$ cat src/rtl/prc_pkg.sv
package prc_pkg;

    // Register offsets; software depends on these values.
    localparam logic [11:0] PRC_OFS_HOLD  = 12'h000;
    localparam logic [11:0] PRC_OFS_WMASK = 12'h004;
    localparam logic [11:0] PRC_OFS_READY = 12'h008;

    localparam int unsigned PRC_NPERIPH   = 25;
    localparam int unsigned PRC_SYNC_LEN  = 2;

    typedef enum logic [1:0] {
        RSEL_NONE,
        RSEL_HOLD,
        RSEL_WMASK,
        RSEL_READY
    } prc_rsel_e;

endpackage

$ cat src/rtl/prc_decode.sv
module prc_decode
    import prc_pkg::*;
#(
    parameter int unsigned ADDR_W = 12
) (
    input  logic [ADDR_W-1:0] addr,
    output prc_rsel_e         rsel
);
    always_comb begin
        if (addr == ADDR_W'(PRC_OFS_HOLD)) begin
            rsel = RSEL_HOLD;
        end else if (addr == ADDR_W'(PRC_OFS_WMASK)) begin
            rsel = RSEL_WMASK;
        end else if (addr == ADDR_W'(PRC_OFS_READY)) begin
            rsel = RSEL_READY;
        end else begin
            rsel = RSEL_NONE;
        end
    end
endmodule

$ cat src/rtl/prc_regs.sv
module prc_regs #(
    parameter int unsigned N = 25
) (
    input  logic         clk,
    input  logic         rst_n,
    input  logic         wr_hold,
    input  logic         wr_wmask,
    input  logic [N-1:0] wdata,
    input  logic         wdog,
    output logic [N-1:0] hold_q,
    output logic [N-1:0] wmask_q
);
    typedef struct packed {
        logic [N-1:0] hold;
        logic [N-1:0] wmask;
    } regs_t;

    regs_t st_d, st_q;

    always_comb begin
        st_d = st_q;
        if (wr_hold) begin
            st_d.hold = wdata;
        end
        if (wr_wmask) begin
            st_d.wmask = wdata;
        end
        // The watchdog uses the mask as it stood before this edge and wins
        // over a same-cycle write for the masked bits.
        if (wdog) begin
            st_d.hold = st_d.hold | st_q.wmask;
        end
    end

    always_ff @(posedge clk or negedge rst_n) begin
        if (!rst_n) begin
            st_q.hold  <= '1;
            st_q.wmask <= '0;
        end else begin
            st_q <= st_d;
        end
    end

    assign hold_q  = st_q.hold;
    assign wmask_q = st_q.wmask;
endmodule

$ cat src/rtl/prc_done_sync.sv
module prc_done_sync #(
    parameter int unsigned N      = 25,
    parameter int unsigned STAGES = 2
) (
    input  logic         clk,
    input  logic         rst_n,
    input  logic [N-1:0] din,
    output logic [N-1:0] dout
);
    logic [N-1:0] stg_d [STAGES];
    logic [N-1:0] stg_q [STAGES];

    always_comb begin
        stg_d[0] = din;
        for (int i = 1; i < STAGES; i++) begin
            stg_d[i] = stg_q[i-1];
        end
    end

    for (genvar g = 0; g < STAGES; g++) begin : g_stage
        always_ff @(posedge clk or negedge rst_n) begin
            if (!rst_n) begin
                stg_q[g] <= '0;
            end else begin
                stg_q[g] <= stg_d[g];
            end
        end
    end

    assign dout = stg_q[STAGES-1];
endmodule

$ cat src/rtl/prc_rdmux.sv
module prc_rdmux
    import prc_pkg::*;
#(
    parameter int unsigned N      = 25,
    parameter int unsigned DATA_W = 32
) (
    input  logic              sel,
    input  prc_rsel_e         rsel,
    input  logic [N-1:0]      hold,
    input  logic [N-1:0]      wmask,
    input  logic [N-1:0]      done_sync,
    output logic [DATA_W-1:0] rdata
);
    logic [N-1:0] ready_vis;

    // A peripheral still held in reset never reports ready.
    assign ready_vis = done_sync & ~hold;

    always_comb begin
        rdata = '0;
        if (sel) begin
            unique case (rsel)
                RSEL_HOLD:  rdata = DATA_W'(hold);
                RSEL_WMASK: rdata = DATA_W'(wmask);
                RSEL_READY: rdata = DATA_W'(ready_vis);
                default:    rdata = '0;
            endcase
        end
    end
endmodule

$ cat src/rtl/periph_rst_ctrl.sv
module periph_rst_ctrl
    import prc_pkg::*;
#(
    parameter int unsigned NUM_PERIPH = PRC_NPERIPH,
    parameter int unsigned ADDR_W     = 12,
    parameter int unsigned DATA_W     = 32,
    parameter int unsigned SYNC_LEN   = PRC_SYNC_LEN
) (
    input  logic                  clk,
    input  logic                  rst_n,
    input  logic [ADDR_W-1:0]     paddr,
    input  logic                  psel,
    input  logic                  penable,
    input  logic                  pwrite,
    input  logic [DATA_W-1:0]     pwdata,
    output logic [DATA_W-1:0]     prdata,
    output logic                  pready,
    output logic                  pslverr,
    input  logic                  wdog_fire,
    input  logic [NUM_PERIPH-1:0] done_in,
    output logic [NUM_PERIPH-1:0] periph_rst
);
    prc_rsel_e             rsel;
    logic                  acc_wr;
    logic                  wr_hold;
    logic                  wr_wmask;
    logic [NUM_PERIPH-1:0] hold_q;
    logic [NUM_PERIPH-1:0] wsel_q;
    logic [NUM_PERIPH-1:0] done_sync;

    prc_decode #(.ADDR_W(ADDR_W)) u_dec (
        .addr (paddr),
        .rsel (rsel)
    );

    assign acc_wr   = psel & penable & pwrite;
    assign wr_hold  = acc_wr & (rsel == RSEL_HOLD);
    assign wr_wmask = acc_wr & (rsel == RSEL_WMASK);

    prc_regs #(.N(NUM_PERIPH)) u_regs (
        .clk      (clk),
        .rst_n    (rst_n),
        .wr_hold  (wr_hold),
        .wr_wmask (wr_wmask),
        .wdata    (pwdata[NUM_PERIPH-1:0]),
        .wdog     (wdog_fire),
        .hold_q   (hold_q),
        .wmask_q  (wsel_q)
    );

    prc_done_sync #(.N(NUM_PERIPH), .STAGES(SYNC_LEN)) u_sync (
        .clk   (clk),
        .rst_n (rst_n),
        .din   (done_in),
        .dout  (done_sync)
    );

    prc_rdmux #(.N(NUM_PERIPH), .DATA_W(DATA_W)) u_rd (
        .sel       (psel),
        .rsel      (rsel),
        .hold      (hold_q),
        .wmask     (wsel_q),
        .done_sync (done_sync),
        .rdata     (prdata)
    );

    assign periph_rst = hold_q;
    assign pready     = 1'b1;
    assign pslverr    = 1'b0;
endmodule

$ cat config.mk
export PLATFORM = sky130hd
export DESIGN_NAME = periph_rst_ctrl
export DESIGN_NICKNAME = d
export VERILOG_FILES = /design/src/rtl/prc_pkg.sv /design/src/rtl/prc_decode.sv /design/src/rtl/prc_regs.sv /design/src/rtl/prc_done_sync.sv /design/src/rtl/prc_rdmux.sv /design/src/rtl/periph_rst_ctrl.sv
export SDC_FILE = /design/constraint.sdc
export NUM_CORES = 1
export LEC_CHECK = 0
export ABC_AREA = 1
export BUFFER_PORTS_ARGS = -buffer_cell sky130_fd_sc_hd__buf_2
export CAP_MARGIN = 30
export CORE_ASPECT_RATIO = 0.8
export CORE_UTILIZATION = 40
export DETAILED_ROUTE_END_ITERATION = 16
export SLEW_MARGIN = 30
export SYNTH_ARGS = -nofsm -noshare
export SYNTH_HDL_FRONTEND = slang
export SYNTH_HIERARCHICAL = 1
export SYNTH_SLANG_ARGS = --single-unit
$ cat constraint.sdc
create_clock -name clk -period 5 [get_ports clk]
set_input_delay 1.5 -clock clk [delete_from_list [all_inputs] [get_ports clk]]
set_output_delay 1.5 -clock clk [all_outputs]
set_load 0.005 [all_outputs]
# After elaboration in Yosys (flattened, before gate mapping)

Cells that the tools add are included.

Bits in registers: 100
Output and inout port bits: 59
Input port bits: 75
Logic and storage cells: 24

Reduce and logical (&&, ||, !) cells: 1
Multiplexer cells: 7
Bitwise logic cells: 7
Equality and inequality tests: 5

Operators by type and width:

| operator              | number |
|---|---|
| $pmux W25 S3          | 1 |
| $mux W25              | 2 |
| $mux W32              | 1 |
| $and A25 B25 Y25      | 1 |
| $not A25 Y25          | 1 |
| $or A25 B25 Y25       | 1 |
| $eq A12 B3 Y1 const B | 1 |
| $eq A12 B4 Y1 const B | 1 |
| $logic_not A12 Y1     | 1 |
| $mux W2               | 3 |
| $and A1 B1 Y1         | 4 |
| $eq A2 B2 Y1 const B  | 2 |
| $eq A2 B1 Y1 const B  | 1 |

# Depth between registers and ports, before layout

Word-level depth: 9
Gate-level depth with buffers: 13
Gate-level depth less buffers: 11

# Modules after synthesis

Netlist, hierarchy kept.

Modules (own cells, without submodules):

| module          | area an instance (um^2) | seq. area each (um^2) | times used | cells each |
|---|---|---|---|---|
| prc_regs        | 2105.8                  | 1282.5                | 1          | 239 |
| prc_done_sync   | 1251.2                  | 1251.2                | 1          | 50 |
| prc_rdmux       | 1039.7                  | 0.0                   | 1          | 227 |
| prc_decode      | 90.1                    | 0.0                   | 1          | 23 |
| periph_rst_ctrl | 50.0                    | 0.0                   | 1          | 11 |

# Worst setup path after synthesis

No wires, ideal clock.

Kind: input port to output port
Start point: in paddr[6]
End point: out prdata[10]
Setup slack: 1007 ps
Stages on the path: 13
Required time: 3500 ps
Arrival: 2493 ps
Path buffers: 2
Cell sequence: inv_1 -> nand2_1 -> nor2_1 -> nand2_1 -> nor2_1 -> buf_6 -> nand2_4 -> inv_4 -> buf_6 -> nand2_1 -> nand3_1 -> nand2_1 -> inv_1

Cells in the longest elaborated chain, start to end: 7
Elaborated cells between the ends (all ways): 11
Those cells by class: eq/ne (5); mux (5); reduce/logical (1)

RTL lines:

| element                                             | line                  | text |
|---|---|---|
| start: declaration                                  | periph_rst_ctrl.sv:11 | `input logic [ADDR_W-1:0] paddr,` |
| $eq A12 B4 Y1                                       | prc_decode.sv:14      | `end else if (addr == ADDR_W'(PRC_OFS_READY)) begin` |
| $mux W2                                             | prc_decode.sv:14      |  |
| $mux W2                                             | prc_decode.sv:12      | `end else if (addr == ADDR_W'(PRC_OFS_WMASK)) begin` |
| $mux W2 *                                           | prc_decode.sv:10      | `if (addr == ADDR_W'(PRC_OFS_HOLD)) begin` |
| named net rsel[1]                                   | periph_rst_ctrl.sv:23 | `prc_rsel_e rsel;` |
| $eq A2 B2 Y1 / $eq A2 B1 Y1 (equally long branches) | prc_rdmux.sv:22       | `unique case (rsel)` |
| $pmux W25 S3 *                                      | prc_rdmux.sv:22       |  |
| $mux W32 *                                          | prc_rdmux.sv:21       | `if (sel) begin` |
| end: declaration                                    | periph_rst_ctrl.sv:16 | `output logic [DATA_W-1:0] prdata,` |

The timed path passes the listed nets; every way through them passes the cells marked *.

# Worst setup path in the final report

Start point: in paddr[3]
End point: out prdata[13]

Same word-level chain as after synthesis.

==> results.txt <==
Post-DRT Antenna Nets: 0
Syn Area/Cell: 8.25 µm²
Post-Place Setup Slack: 570 ps
Core Region: 0.0110 mm²
setup violators final: 0
CTS clk-pin slew, worst paths: 70 ps
GR Util met3: 3.93%
Setup Fix Bufs, Post-CTS: 0
worst slew pin tran: 758 ps
PD cells: 296 mW/mm²
clock period minus worst slack: 4440 ps
total iterations of the first detailed-routing run: 4
Chip Height: 97.3 µm
arrival time at the worst endpoint: 2940 ps
worst IR drop on VDD: 177 µV
max-slew violations: 0
Seq cells post-synth: 100
synthesis-to-finish area growth: 20.3%
Startpoint Class: input port
RD Place Congestion: 0.753
number of synthesized flops with an enable pin: 0
I/O pin count: 134
clock buffer depth: 2
post-synthesis cell area: 0.00454 mm²
Yosys top cell area share: 41.4%
Slew HR: 49.5%
worst path required time: 3500 ps
GRT met2 Usage: 30.9%
Crit. End Element: output port
ANT cells: 0
clock root cell: clkbuf_16
Starting DRT DRC Count: 180
DP HPWL: 6.93 mm
Routed WL per cell: 13.7 µm
Syn Inst Count: 550
hold buffers post-CTS: 0
initial antenna violation count: 0
unrepaired setup endpoints after global routing: false
Synth Flop Type: dfrtp_1
num rows: 34
main area contributors after synthesis: dfrtp_1 41%, dfstp_2 14%, nand2_1 13%
vias per cell: 4.69
PostCTS Resize Cnt: 0
grt peak-use layer: met2
share of cells above drive strength 1: 26.1%
CTS tree: yes
vias: 3772
Final TNS setup: 0 ps
start-to-end type of the worst setup path: input port to output port
clk_lat worst skew: 330 ps
global routing usage on met1: 28.1%
Peak Freq: 0.225 GHz
CTS HTree Levels: 3
crit-path max FO: 25
synth cell count leaders: 159 x nand2_1, 100 x nand3_1, 85 x inv_1
max-cap viol count: 0
skew final: 2.78 ps
min-delay worst type: flip-flop to flip-flop
Die Area: 0.0118 mm²
Hold Vio Cnt, Final: 0
first-pass GRT wire length: 18.0 mm
Final Instance Count excl. Fillers: 804
Cell variety after synth: 16
# nets final: 730
largest net degree at the start of global routing: 83
worst setup margin: 556 ps
Tot Pwr: 0.00161 W
Residual DRC: 0
Final Hold Slack: 348 ps
port buffer count: 117
grt total ovfl: 0
clock sinks: 100
Async SR Flop Fraction: 100%
Routed WL: 11.0 mm
DIE WIDTH: 121 µm
Yosys Warn Count: 6
vias in the first global route: 3575
period utilisation layout: 88.9%
status: completed
reg2reg path depth: 2
total track usage: 19.8%
register area share after synthesis: 55.8%
Hold Path Stages: 0
most numerous cell in the Yosys netlist: nand2_1
placed cells: 787
Yosys top cell by area: dfrtp_1
initial core utilization: 41.3%
total CTS buffers: 9
Pleak: 3.06 nW
[layer usage]
layer	up-vias	routed length, µm
li1	1860	-
met1	1773	5120
met2	135	5170
met3	4	693
met4	0	46
met5	-	0
[critical path: stages]
cell and delay (ps):
buf_2 100, or2_0 210, nand3_1 110, nor2_4 70
inv_2 400, nand3_1 160, nand3_1 120, nand2_1 50
inv_1 80, buf_2 110
[cell families (layout without fill, tap and decap cells)]
kind of cell / after synthesis / after routing / synth area share, %
and+or+nand+nor: 297 / 297 / 27.6
AOI/OAI and AO/OA: 25 / 25 / 2.76
DFF: 100 / 100 / 55.8
other: 3 / 9 / 0.248
buffers and inverters: 125 / 229 / 13.6
[power breakdown]
group | switching [W] | internal, W | total [W]
combinational | 0.0000440 | 0.0000250 | 0.0000690
sequential | 0.00000577 | 0.000831 | 0.000837
clock | 0.000291 | 0.000416 | 0.000707
[layout by cell type, fill, tap and decap left out]
cell type / n
buf_16: 1
nand2_1: 159
dfstp_2: 25
dfrtp_1: 75
nand2_4: 1
nor2_2: 1
bufinv_16: 1
clkbuf_8: 2
inv_2: 2
nand3_1: 100
clkinvlp_4: 2
clkbuf_1: 2
buf_4: 6
o21ai_0: 25
inv_4: 2
inv_1: 85
buf_6: 1
or2_0: 1
nor2_1: 32
conb_1: 9
nor2_4: 3
buf_2: 116
clkbuf_16: 9
[through the flow]
| stage | cell area, µm² | utilization, % |
|---|---|---|
| after global placement | 5120 | 46.6 |
| after detailed placement | 5120 | 46.7 |
| after CTS | 5430 | 49.5 |
| final | 5460 | 49.7 |
| after floorplan | 4560 | - |
| after global routing | 5460 | 49.7 |
[area by class of cell]
class / instances / area [µm²]
fill: 1091 / 5520
sequential: 100 / 2530
clock buffer: 13 / 260
timing repair buffer: 124 / 664
clock inverter: 3 / 45.0
inverter: 89 / 339
multi-input combinational: 331 / 1430
tap: 144 / 180
[path summary, 6_finish.rpt]
path / slack [ps] / from / end
worst max-delay path: 560 / paddr[3] / prdata[13]
worst min-delay path: 350 / u_sync/stg_d[18] / u_sync/dout[18]
worst max register to register: 4230 / u_regs/hold_q[22] / u_regs/hold_q[22]
worst min register to register: 350 / u_sync/stg_d[18] / u_sync/dout[18]
max in group asynchronous: 2980 / rst_n / u_regs/hold_q[18]
min in group asynchronous: 1180 / rst_n / u_sync/dout[22]
[sequential cells by signal (all words and copies together), names as in the netlist]
signal,count
u_sync/dout,25
u_sync/stg_d,25
u_regs/wmask_q,25
u_regs/hold_q,25
Power figures use the tool's default switching activity.
